$ cat config.mk
export PLATFORM = sky130hd
export DESIGN_NAME = vacc_cell
export DESIGN_NICKNAME = d
export VERILOG_FILES = /design/src/rtl/vacc_pkg.sv /design/src/rtl/vacc_offset_dec.sv /design/src/rtl/vacc_lane_add.sv /design/src/rtl/vacc_arb.sv /design/src/rtl/vacc_seq.sv /design/src/rtl/vacc_cell.sv
export SDC_FILE = /design/constraint.sdc
export NUM_CORES = 1
export LEC_CHECK = 0
export BUFFER_PORTS_ARGS = -buffer_cell sky130_fd_sc_hd__buf_4
export CORE_MARGIN = 8
export CORE_UTILIZATION = 39
export DETAILED_ROUTE_END_ITERATION = 10
export PLACE_DENSITY = 0.62
export SYNTH_ARGS = -nofsm -noshare
export SYNTH_HDL_FRONTEND = slang
export SYNTH_HIERARCHICAL = 1
export SYNTH_SLANG_ARGS = --single-unit
$ cat constraint.sdc
create_clock -name clk_i -period 8.95 [get_ports clk_i]
set_clock_uncertainty 0.1 [all_clocks]
set_input_delay 0.895 -clock clk_i [delete_from_list [all_inputs] [get_ports clk_i]]
set_output_delay 0.895 -clock clk_i [all_outputs]
set_load 0.01 [all_outputs]
$ cat src/rtl/vacc_pkg.sv
package vacc_pkg;

   typedef enum logic [2:0] {
      OP_NONE  = 3'd0,
      OP_CLEAR = 3'd1,
      OP_LOAD  = 3'd2,
      OP_SEQ   = 3'd3,
      OP_START = 3'd4,
      OP_STEP  = 3'd5,
      OP_XFER  = 3'd6
   } vacc_op_e;

endpackage

$ cat src/rtl/vacc_offset_dec.sv
module vacc_offset_dec #(
   parameter int WORD_W = 32,
   localparam int OFFS_W = $clog2(WORD_W)
) (
   input  logic [WORD_W-1:0] word_i,
   input  logic [OFFS_W-1:0] offs_i,
   output logic [WORD_W-1:0] word_o
);

   logic [WORD_W-1:0] stage [OFFS_W+1];

   assign stage[0] = word_i;

   for (genvar k = 0; k < OFFS_W; k++) begin : g_stage
      assign stage[k+1] = offs_i[k] ? (stage[k] << (1 << k)) : stage[k];
   end

   assign word_o = stage[OFFS_W];

endmodule

$ cat src/rtl/vacc_lane_add.sv
module vacc_lane_add #(
   parameter int ELEM_W = 16
) (
   input  logic [ELEM_W-1:0] x_i,
   input  logic [ELEM_W-1:0] y_i,
   output logic [ELEM_W-1:0] sum_o
);

   if (ELEM_W == 1) begin : g_bit
      assign sum_o = x_i ^ y_i;
   end else begin : g_word
      assign sum_o = x_i + y_i;
   end

endmodule

$ cat src/rtl/vacc_arb.sv
module vacc_arb
   import vacc_pkg::*;
#(
   parameter int NUM_ELEM = 2,
   localparam int CNT_W = $clog2(NUM_ELEM + 1)
) (
   input  logic             clear_i,
   input  logic             load_i,
   input  logic             busy_i,
   input  logic             start_i,
   input  logic [CNT_W-1:0] count_i,
   input  logic             step_i,
   input  logic             xfer_i,
   output vacc_op_e         op_o
);

   logic cnt_ok;

   assign cnt_ok = (count_i != '0) && (int'(count_i) <= NUM_ELEM);

   always_comb begin
      if (clear_i)                 op_o = OP_CLEAR;
      else if (load_i)             op_o = OP_LOAD;
      else if (busy_i)             op_o = OP_SEQ;
      else if (start_i && cnt_ok)  op_o = OP_START;
      else if (step_i)             op_o = OP_STEP;
      else if (xfer_i)             op_o = OP_XFER;
      else                         op_o = OP_NONE;
   end

endmodule

$ cat src/rtl/vacc_seq.sv
module vacc_seq
   import vacc_pkg::*;
#(
   parameter int NUM_ELEM = 2,
   localparam int CNT_W = $clog2(NUM_ELEM + 1)
) (
   input  logic             clk_i,
   input  logic             rst_ni,
   input  vacc_op_e         op_i,
   input  logic [CNT_W-1:0] count_i,
   input  logic             scan_i,
   output logic             busy_o,
   output logic             vld_o,
   output logic             done_o
);

   logic [CNT_W-1:0] rem_q;
   logic             scan_q;
   logic             last;

   assign last = (rem_q == CNT_W'(1));

   always_ff @(posedge clk_i or negedge rst_ni) begin
      if (!rst_ni) begin
         rem_q  <= '0;
         scan_q <= 1'b0;
         busy_o <= 1'b0;
         vld_o  <= 1'b0;
         done_o <= 1'b0;
      end else begin
         unique case (op_i)
            OP_CLEAR: begin
               rem_q  <= '0;
               busy_o <= 1'b0;
               vld_o  <= 1'b0;
               done_o <= 1'b0;
            end
            OP_SEQ: begin
               rem_q  <= rem_q - CNT_W'(1);
               busy_o <= !last;
               vld_o  <= scan_q || last;
               done_o <= last;
            end
            OP_START: begin
               scan_q <= scan_i;
               rem_q  <= count_i - CNT_W'(1);
               busy_o <= (count_i != CNT_W'(1));
               vld_o  <= scan_i || (count_i == CNT_W'(1));
               done_o <= (count_i == CNT_W'(1));
            end
            OP_STEP: begin
               vld_o  <= 1'b1;
               done_o <= 1'b0;
            end
            default: begin
               vld_o  <= 1'b0;
               done_o <= 1'b0;
            end
         endcase
      end
   end

endmodule

$ cat src/rtl/vacc_cell.sv
module vacc_cell
   import vacc_pkg::*;
#(
   parameter int WORD_W = 32,
   parameter int ELEM_W = 16,
   localparam int OFFS_W   = $clog2(WORD_W),
   localparam int NUM_ELEM = WORD_W / ELEM_W,
   localparam int CNT_W    = $clog2(NUM_ELEM + 1)
) (
   input  logic              clk_i,
   input  logic              rst_ni,
   input  logic              clear_i,
   input  logic              load_i,
   input  logic [WORD_W-1:0] load_data_i,
   input  logic              xfer_i,
   input  logic              step_i,
   input  logic              start_i,
   input  logic              scan_i,
   input  logic [CNT_W-1:0]  count_i,
   input  logic [OFFS_W-1:0] offs_i,
   output logic [WORD_W-1:0] rd_o,
   output logic [WORD_W-1:0] b_o,
   output logic              b_vld_o,
   output logic              done_o,
   output logic              busy_o
);

   if (WORD_W % ELEM_W != 0) begin : g_bad_elem
      $error("vacc_cell: WORD_W must be a multiple of ELEM_W");
   end
   if ((1 << OFFS_W) != WORD_W) begin : g_bad_word
      $error("vacc_cell: WORD_W must be a power of two");
   end

   vacc_op_e          op;
   logic [WORD_W-1:0] a_q;
   logic [WORD_W-1:0] b_q;
   logic [ELEM_W-1:0] lane_sum;
   logic [ELEM_W-1:0] lane_base;
   logic [WORD_W-1:0] a_shr;

   vacc_arb #(.NUM_ELEM(NUM_ELEM)) u_arb (
      .clear_i (clear_i),
      .load_i  (load_i),
      .busy_i  (busy_o),
      .start_i (start_i),
      .count_i (count_i),
      .step_i  (step_i),
      .xfer_i  (xfer_i),
      .op_o    (op)
   );

   vacc_seq #(.NUM_ELEM(NUM_ELEM)) u_seq (
      .clk_i   (clk_i),
      .rst_ni  (rst_ni),
      .op_i    (op),
      .count_i (count_i),
      .scan_i  (scan_i),
      .busy_o  (busy_o),
      .vld_o   (b_vld_o),
      .done_o  (done_o)
   );

   // A fresh sequence starts its sum from zero.
   assign lane_base = (op == OP_START) ? '0 : b_q[ELEM_W-1:0];

   vacc_lane_add #(.ELEM_W(ELEM_W)) u_add (
      .x_i   (lane_base),
      .y_i   (a_q[ELEM_W-1:0]),
      .sum_o (lane_sum)
   );

   assign a_shr = a_q >> ELEM_W;

   always_ff @(posedge clk_i or negedge rst_ni) begin
      if (!rst_ni) begin
         a_q <= '0;
         b_q <= '0;
      end else begin
         unique case (op)
            OP_CLEAR: begin
               a_q <= '0;
               b_q <= '0;
            end
            OP_LOAD: a_q <= load_data_i;
            OP_START: begin
               a_q <= a_shr;
               b_q <= {{(WORD_W-ELEM_W){1'b0}}, lane_sum};
            end
            OP_SEQ, OP_STEP: begin
               a_q <= a_shr;
               b_q[ELEM_W-1:0] <= lane_sum;
            end
            OP_XFER: b_q <= a_q;
            default: ;
         endcase
      end
   end

   vacc_offset_dec #(.WORD_W(WORD_W)) u_dec (
      .word_i (a_q),
      .offs_i (offs_i),
      .word_o (rd_o)
   );

   assign b_o = b_q;

endmodule

# After elaboration in Yosys (flattened, before gate mapping)
# Index checks and enable logic that the tools add are counted.
[classes]
n_addsub = 3
order_cmp = 1
n_eq_ne = 9
n_mux = 19
n_reduce_logical = 12
[ops]
columns = ["cell", "n"]
rows = [
  ["32-bit 2-to-1 mux", 5],
  ["32-bit one-hot mux with 3 select lines", 1],
  ["16-bit one-hot mux with 3 select lines", 1],
  ["16-bit one-hot mux with 2 select lines", 1],
  ["3-bit 2-to-1 mux", 6],
  ["16-bit adder", 1],
  ["16-bit 2-to-1 mux", 1],
  ["3-bit equality test (second input constant)", 3],
  ["3-bit nonzero test", 3],
  ["3-bit by 2-bit equality test with 1-bit output (second input constant)", 2],
  ["1-bit one-hot mux with 3 select lines", 2],
  ["2-bit one-hot mux with 3 select lines", 1],
  ["2-bit by 1-bit equality test with 1-bit output (second input constant)", 2],
  ["2-bit nonzero test", 2],
  ["2-bit by 1-bit subtractor with 2-bit output (second input constant)", 2],
  ["3-bit by 1-bit equality test with 1-bit output (second input constant)", 1],
  ["3-bit OR reduction", 1],
  ["2-bit less-or-equal comparator (second input constant)", 1],
  ["1-bit logical AND", 2],
  ["1-bit logical OR", 2],
  ["2-bit by 1-bit inequality test with 1-bit output (second input constant)", 1],
  ["1-bit one-hot mux with 2 select lines", 1],
  ["2-bit OR reduction", 1],
  ["1-bit zero test", 1],
]
[totals]
ff_bits = 70
input_bits = 47
output_inout_bits = 67
wordCells = 52

# Depth between registers and ports, before layout
[depth]
word_depth = 11
ltp_mapped = 16
mapped_depth_nobuf = 15

# Hierarchy
# Netlist, hierarchy kept.
[modules_own_cells]
columns = ["module", "n_inst", "cells_per_inst", "area_each_um2", "seq_area_each_um2"]
rows = [
  ["vacc_cell", 1, 464, 4021.4, 1601.5],
  ["vacc_offset_dec", 1, 183, 1774.2, 0.0],
  ["vacc_lane_add", 1, 98, 724.4, 0.0],
  ["vacc_seq", 1, 35, 359.1, 150.1],
  ["vacc_arb", 1, 10, 73.8, 0.0],
]

# Least setup slack after synthesis
# OpenSTA, ideal clock, no wires.
[synth_path]
path_type = "input to register"
from = "input count_i[0]"
to = "register b_q[10] (netlist: b_o[10])"
arrival_ns = 4.231
required_ns = 8.726
path_slack_ns = 4.495
stages = 15
n_path_buf = 0
cell_sequence = "xor2_1 -> a21oi_1 -> a2111oi_2 -> nor3b_4 -> nor2b_1 -> ha_1 -> fa_1 -> a21o_2 -> a311oi_2 -> o21ai_0 -> a311oi_1 -> nor3_1 -> o21ai_0 -> a21oi_1 -> o21bai_1"
[synth_via]
elab_chain_cells = 11
[synth_rtl]
columns = ["item", "line", "rtl"]
rows = [
  ["start: declaration", "vacc_cell.sv:19", "input logic [CNT_W-1:0] count_i,"],
  ["2-bit less-or-equal comparator or 2-bit nonzero test (tied branches)", "vacc_arb.sv:19", "assign cnt_ok = (count_i != '0) && (int'(count_i) <= NUM_ELEM);"],
  ["1-bit logical AND (*)", "vacc_arb.sv:19", ""],
  ["1-bit logical AND (*)", "vacc_arb.sv:25", "else if (start_i && cnt_ok) op_o = OP_START;"],
  ["3-bit 2-to-1 mux (*)", "vacc_arb.sv:25", ""],
  ["3-bit 2-to-1 mux (*)", "vacc_arb.sv:24", "else if (busy_i) op_o = OP_SEQ;"],
  ["3-bit 2-to-1 mux (*)", "vacc_arb.sv:23", "else if (load_i) op_o = OP_LOAD;"],
  ["3-bit 2-to-1 mux (*)", "vacc_arb.sv:22", "if (clear_i) op_o = OP_CLEAR;"],
  ["net op[2]", "vacc_cell.sv:35", "vacc_op_e op;"],
  ["3-bit equality test (*)", "vacc_cell.sv:65", "assign lane_base = (op == OP_START) ? '0 : b_q[ELEM_W-1:0];"],
  ["16-bit 2-to-1 mux (*)", "vacc_cell.sv:65", ""],
  ["net lane_base[0]", "vacc_cell.sv:39", "logic [ELEM_W-1:0] lane_base;"],
  ["16-bit adder (*)", "vacc_lane_add.sv:12", "assign sum_o = x_i + y_i;"],
  ["net lane_sum[10]", "vacc_cell.sv:38", "logic [ELEM_W-1:0] lane_sum;"],
  ["16-bit one-hot mux with 3 select lines (*)", "vacc_cell.sv:80", "unique case (op)"],
  ["end signal: assignment", "vacc_cell.sv:88", "b_q <= {{(WORD_W-ELEM_W){1'b0}}, lane_sum};"],
  ["end signal: indexed assignment", "vacc_cell.sv:92", "b_q[ELEM_W-1:0] <= lane_sum;"],
  ["end signal: assignment", "vacc_cell.sv:94", "OP_XFER: b_q <= a_q;"],
  ["end: declaration", "vacc_cell.sv:37", "logic [WORD_W-1:0] b_q;"],
]
# Mark *: on every way through the listed nets, which the timed path passes. The rest lies on a longest branch.
# A chain may end at the register's enable or synchronous reset.

# Final worst setup path
# Same ends and word-level chain as after synthesis.

==> summary.md <==
| Metric | Value |
|---|---|
| Post-Route Utilization | `0.452` |
| Die Height | `150 µm` |
| Met1 global-route usage | `0.256` |
| Worst slew pin tran | `1.07 ns` |
| Fin crit share | `0.600` |
| Met2 GRT Util | `0.275` |
| Slowest CP cell | `nor3b_4` |
| Setup Viol. Count Final | `0` |
| Layout cell share with drive strength beyond 1 | `0.216` |
| Initial antenna violation count | `0` |
| Slew headroom | `0.282` |
| Core Footprint | `17700 µm²` |
| # DRC | `0` |
| CTS Buf Count | `9` |
| Crit. End Element | `flop` |
| Yosys reg bits | `70` |
| Gate Count Post-Synth | `790` |
| IO buf count | `113` |
| TNS Setup | `0 ns` |
| First-pass GRT wire length | `33.0 mm` |
| Worst-path cell chain | `buf_4 > xor2_1 > a21oi_1 > a2111oi_4 > buf_4 > nor3b_4 > nor2b_1 > ha_1 > fa_1 > a21o_2 > a311oi_2 > o21ai_0 > a311oi_1 > nor3_1 > o21ai_0 > a21oi_1 > o21bai_1` |
| Avg WL per Cell | `18.9 µm` |
| Most common cell after layout, fill and taps aside | `buf_4` |
| Gpl congestion | `0.901` |
| Synth Flop Type | `dfrtp_1` |
| Dpl cells | `1069` |
| CTS clk-pin slew, worst paths | `0.06 ns` |
| Hold Crit Class | `flop to flop` |
| Final WL | `20.5 mm` |
| Final WS setup | `3.58 ns` |
| Mapped cell area | `6950 µm²` |
| Worst Path Required | `9.04 ns` |
| Pins Over Slew Limit | `0` |
| Worst IR Drop VDD | `0.125 mV` |
| Largest net degree at the start of global routing | `88` |
| CP max stage delay | `0.68 ns` |
| Crit path arrival time | `5.46 ns` |
| Area delta synth->final | `15.3%` |
| Initial core utilization | `0.392` |
| Setup Fix Bufs, Post-CTS | `0` |
| Post-synth ARST share | `1.00` |
| # IOs | `114` |
| Max clock buf depth | `2` |
| Total congestion overflow | `0` |
| 1st-pass router iterations | `5` |
| Clock H-tree levels | `3` |
| Die width | `150 µm` |
| Mapped Nets | `855` |
| Vias in the first global route | `5959` |
| Row count | `49` |
| Leak pwr | `3.47 nW` |
| Die area | `22400 µm²` |
| Library cells used by synthesis | `64` |
| Cell Pwr Density | `220 nW/µm²` |
| Antenna Nets Post-Route | `0` |
| Fillers | `1718` |
| Final Hold Violating Endpoints | `0` |
| Via count | `6332` |
| Synthesized area per cell | `8.80 µm²` |
| Root buffer cell | `clkbuf_16` |
| M3 GR Usage | `0.0402` |
| Post-synth EDFFs | `0` |
| RSZ-0062 raised after global routing | `no` |
| Most frequent cells in the layout | `119 x buf_4, 83 x nor2b_1, 73 x a21oi_1, 70 x dfrtp_1, 65 x o21ai_0` |
| Clock latency on the worst-skew pair | `0.33 ns` |
| Final instance area | `8020 µm²` |
| F_max | `0.186 GHz` |
| Fin cells | `1084` |
| Critical path class | `input pin to flop` |
| Maxcap violations | `0` |
| Final nets | `916` |
| CP max FO | `57` |
| Synth warn | `6` |
| Placed inst area | `7720 µm²` |
| Post-DP HPWL | `14.2 mm` |
| CTS Hold Buffers Added | `0` |
| Post-layout min period | `5.37 ns` |
| Total global-route track usage | `0.182` |
| Critical path launch point type | `input pin` |
| Vias per inst | `5.84` |
| CTS tree | `built` |
| DP Worst Slack | `3.26 ns` |
| Sequential cell area fraction in the yosys report | `0.252` |
| Cts repair resizes | `0` |
| Status | `finished, final reports clean` |
| ANT cells | `0` |
| Starting DRT DRC Count | `545` |
| GR peak layer | `met2` |
| Clk sinks | `70` |
==> critical path: cells and delay by family <==
| kind | cells | cell delay (ns) |
|---|---|---|
| adders and majority gates | 2 | 0.66 |
| and+or+nand+nor | 3 | 0.88 |
| AOI/OAI and AO/OA | 9 | 2.07 |
| buffers and inverters | 2 | 0.62 |
| xor gates and xnor gates | 1 | 0.31 |
==> stage by stage <==
step                hold slack (ns)  total power [mW]
global route                  0.445              1.90
detailed placement            0.397              1.40
global placement              0.400              1.40
floorplan                     0.382              1.14
finish                        0.427              1.76
CTS                           0.415              1.77
==> where the power goes <==
part / internal (mW) / total [mW] / switching, mW
logic: 0.414 / 0.888 / 0.474
registers: 0.384 / 0.515 / 0.131
clock network: 0.222 / 0.361 / 0.138
==> state kept, by name, indices dropped and copies added, names as in the netlist <==
name / cells
a_q: 32
b_o: 32
u_seq/busy_o: 1
u_seq/done_o: 1
u_seq/rem_q: 2
u_seq/scan_q: 1
u_seq/vld_o: 1
==> cells in the mapped netlist, types with 2 or more instances <==
master | instances | area (µm²)
a32o_1 | 3 | 30.0
mux2i_1 | 31 | 310
dfrtp_1 | 70 | 1750
a211oi_1 | 25 | 188
o211ai_1 | 5 | 37.5
a31oi_1 | 5 | 31.3
buf_1 | 2 | 7.51
a311oi_1 | 3 | 26.3
a221o_1 | 2 | 20.0
inv_1 | 10 | 37.5
nand2_1 | 58 | 218
mux4_2 | 24 | 541
nand2b_1 | 3 | 18.8
o21ai_0 | 65 | 325
nor3_1 | 8 | 40.0
buf_4 | 15 | 113
o21ai_1 | 33 | 165
a21oi_1 | 73 | 365
or2_2 | 2 | 12.5
buf_2 | 25 | 125
ha_1 | 17 | 213
o311ai_1 | 2 | 17.5
mux2_2 | 15 | 169
o22ai_1 | 5 | 31.3
a21o_1 | 17 | 128
a22oi_1 | 7 | 52.6
and3_1 | 5 | 31.3
nor3b_1 | 3 | 22.5
and2_1 | 17 | 106
clkbuf_1 | 14 | 52.6
xor2_1 | 6 | 52.6
o21bai_1 | 18 | 135
nor2b_1 | 83 | 519
buf_6 | 9 | 101
nand3_1 | 24 | 120
xnor2_1 | 10 | 87.6
a221oi_1 | 2 | 17.5
mux4_1 | 9 | 236
a22o_1 | 17 | 149
nor2_1 | 23 | 86.3
o21a_1 | 2 | 15.0
==> kinds of logic after synthesis <==
group / count (synthesis) / share of synthesized area
buf+inv: 80 / 0.0700
simple gates: 233 / 0.178
xor+xnor: 16 / 0.0202
mux: 80 / 0.183
compound gates: 293 / 0.263
fa+ha+maj: 18 / 0.0335
flops: 70 / 0.252
==> layout make-up <==
| cell class | count | area, µm² | share of cell area |
|---|---|---|---|
| Clock buffer | 10 | 239 | 0.0298 |
| Sequential cell | 70 | 1750 | 0.219 |
| Timing Repair Buffer | 119 | 893 | 0.111 |
| Multi-Input combinational cell | 640 | 4750 | 0.592 |
| Tap cell | 229 | 287 | 0.0357 |
| Inverter | 11 | 41.3 | 0.00515 |
| Clock inverter | 5 | 58.8 | 0.00734 |
==> final timing paths <==
kind	start	end	slack, ns	cells past startpoint
setup / recovery	count_i[0]	b_o[10]$_DFFE_PN0P_	3.58	17
setup reg to reg	u_seq/busy_o$_DFFE_PN0P_	b_o[10]$_DFFE_PN0P_	4.33	14
min in group asynchronous	rst_ni	b_o[31]$_DFFE_PN0P_	0.60	1
hold / removal	u_seq/scan_q$_DFFE_PN0N_	u_seq/scan_q$_DFFE_PN0N_	0.43	1
hold reg to reg	u_seq/scan_q$_DFFE_PN0N_	u_seq/scan_q$_DFFE_PN0N_	0.43	1
max in group asynchronous	rst_ni	a_q[14]$_DFFE_PN0P_	7.52	1
==> metal layers <==
layer | vias up | wire (µm)
met1 | 3010 | 9570
met5 | - | 0
li1 | 3065 | -
met2 | 232 | 9150
met3 | 25 | 1520
met4 | 0 | 290
Note: power is estimated with default switching activity, not from simulation.
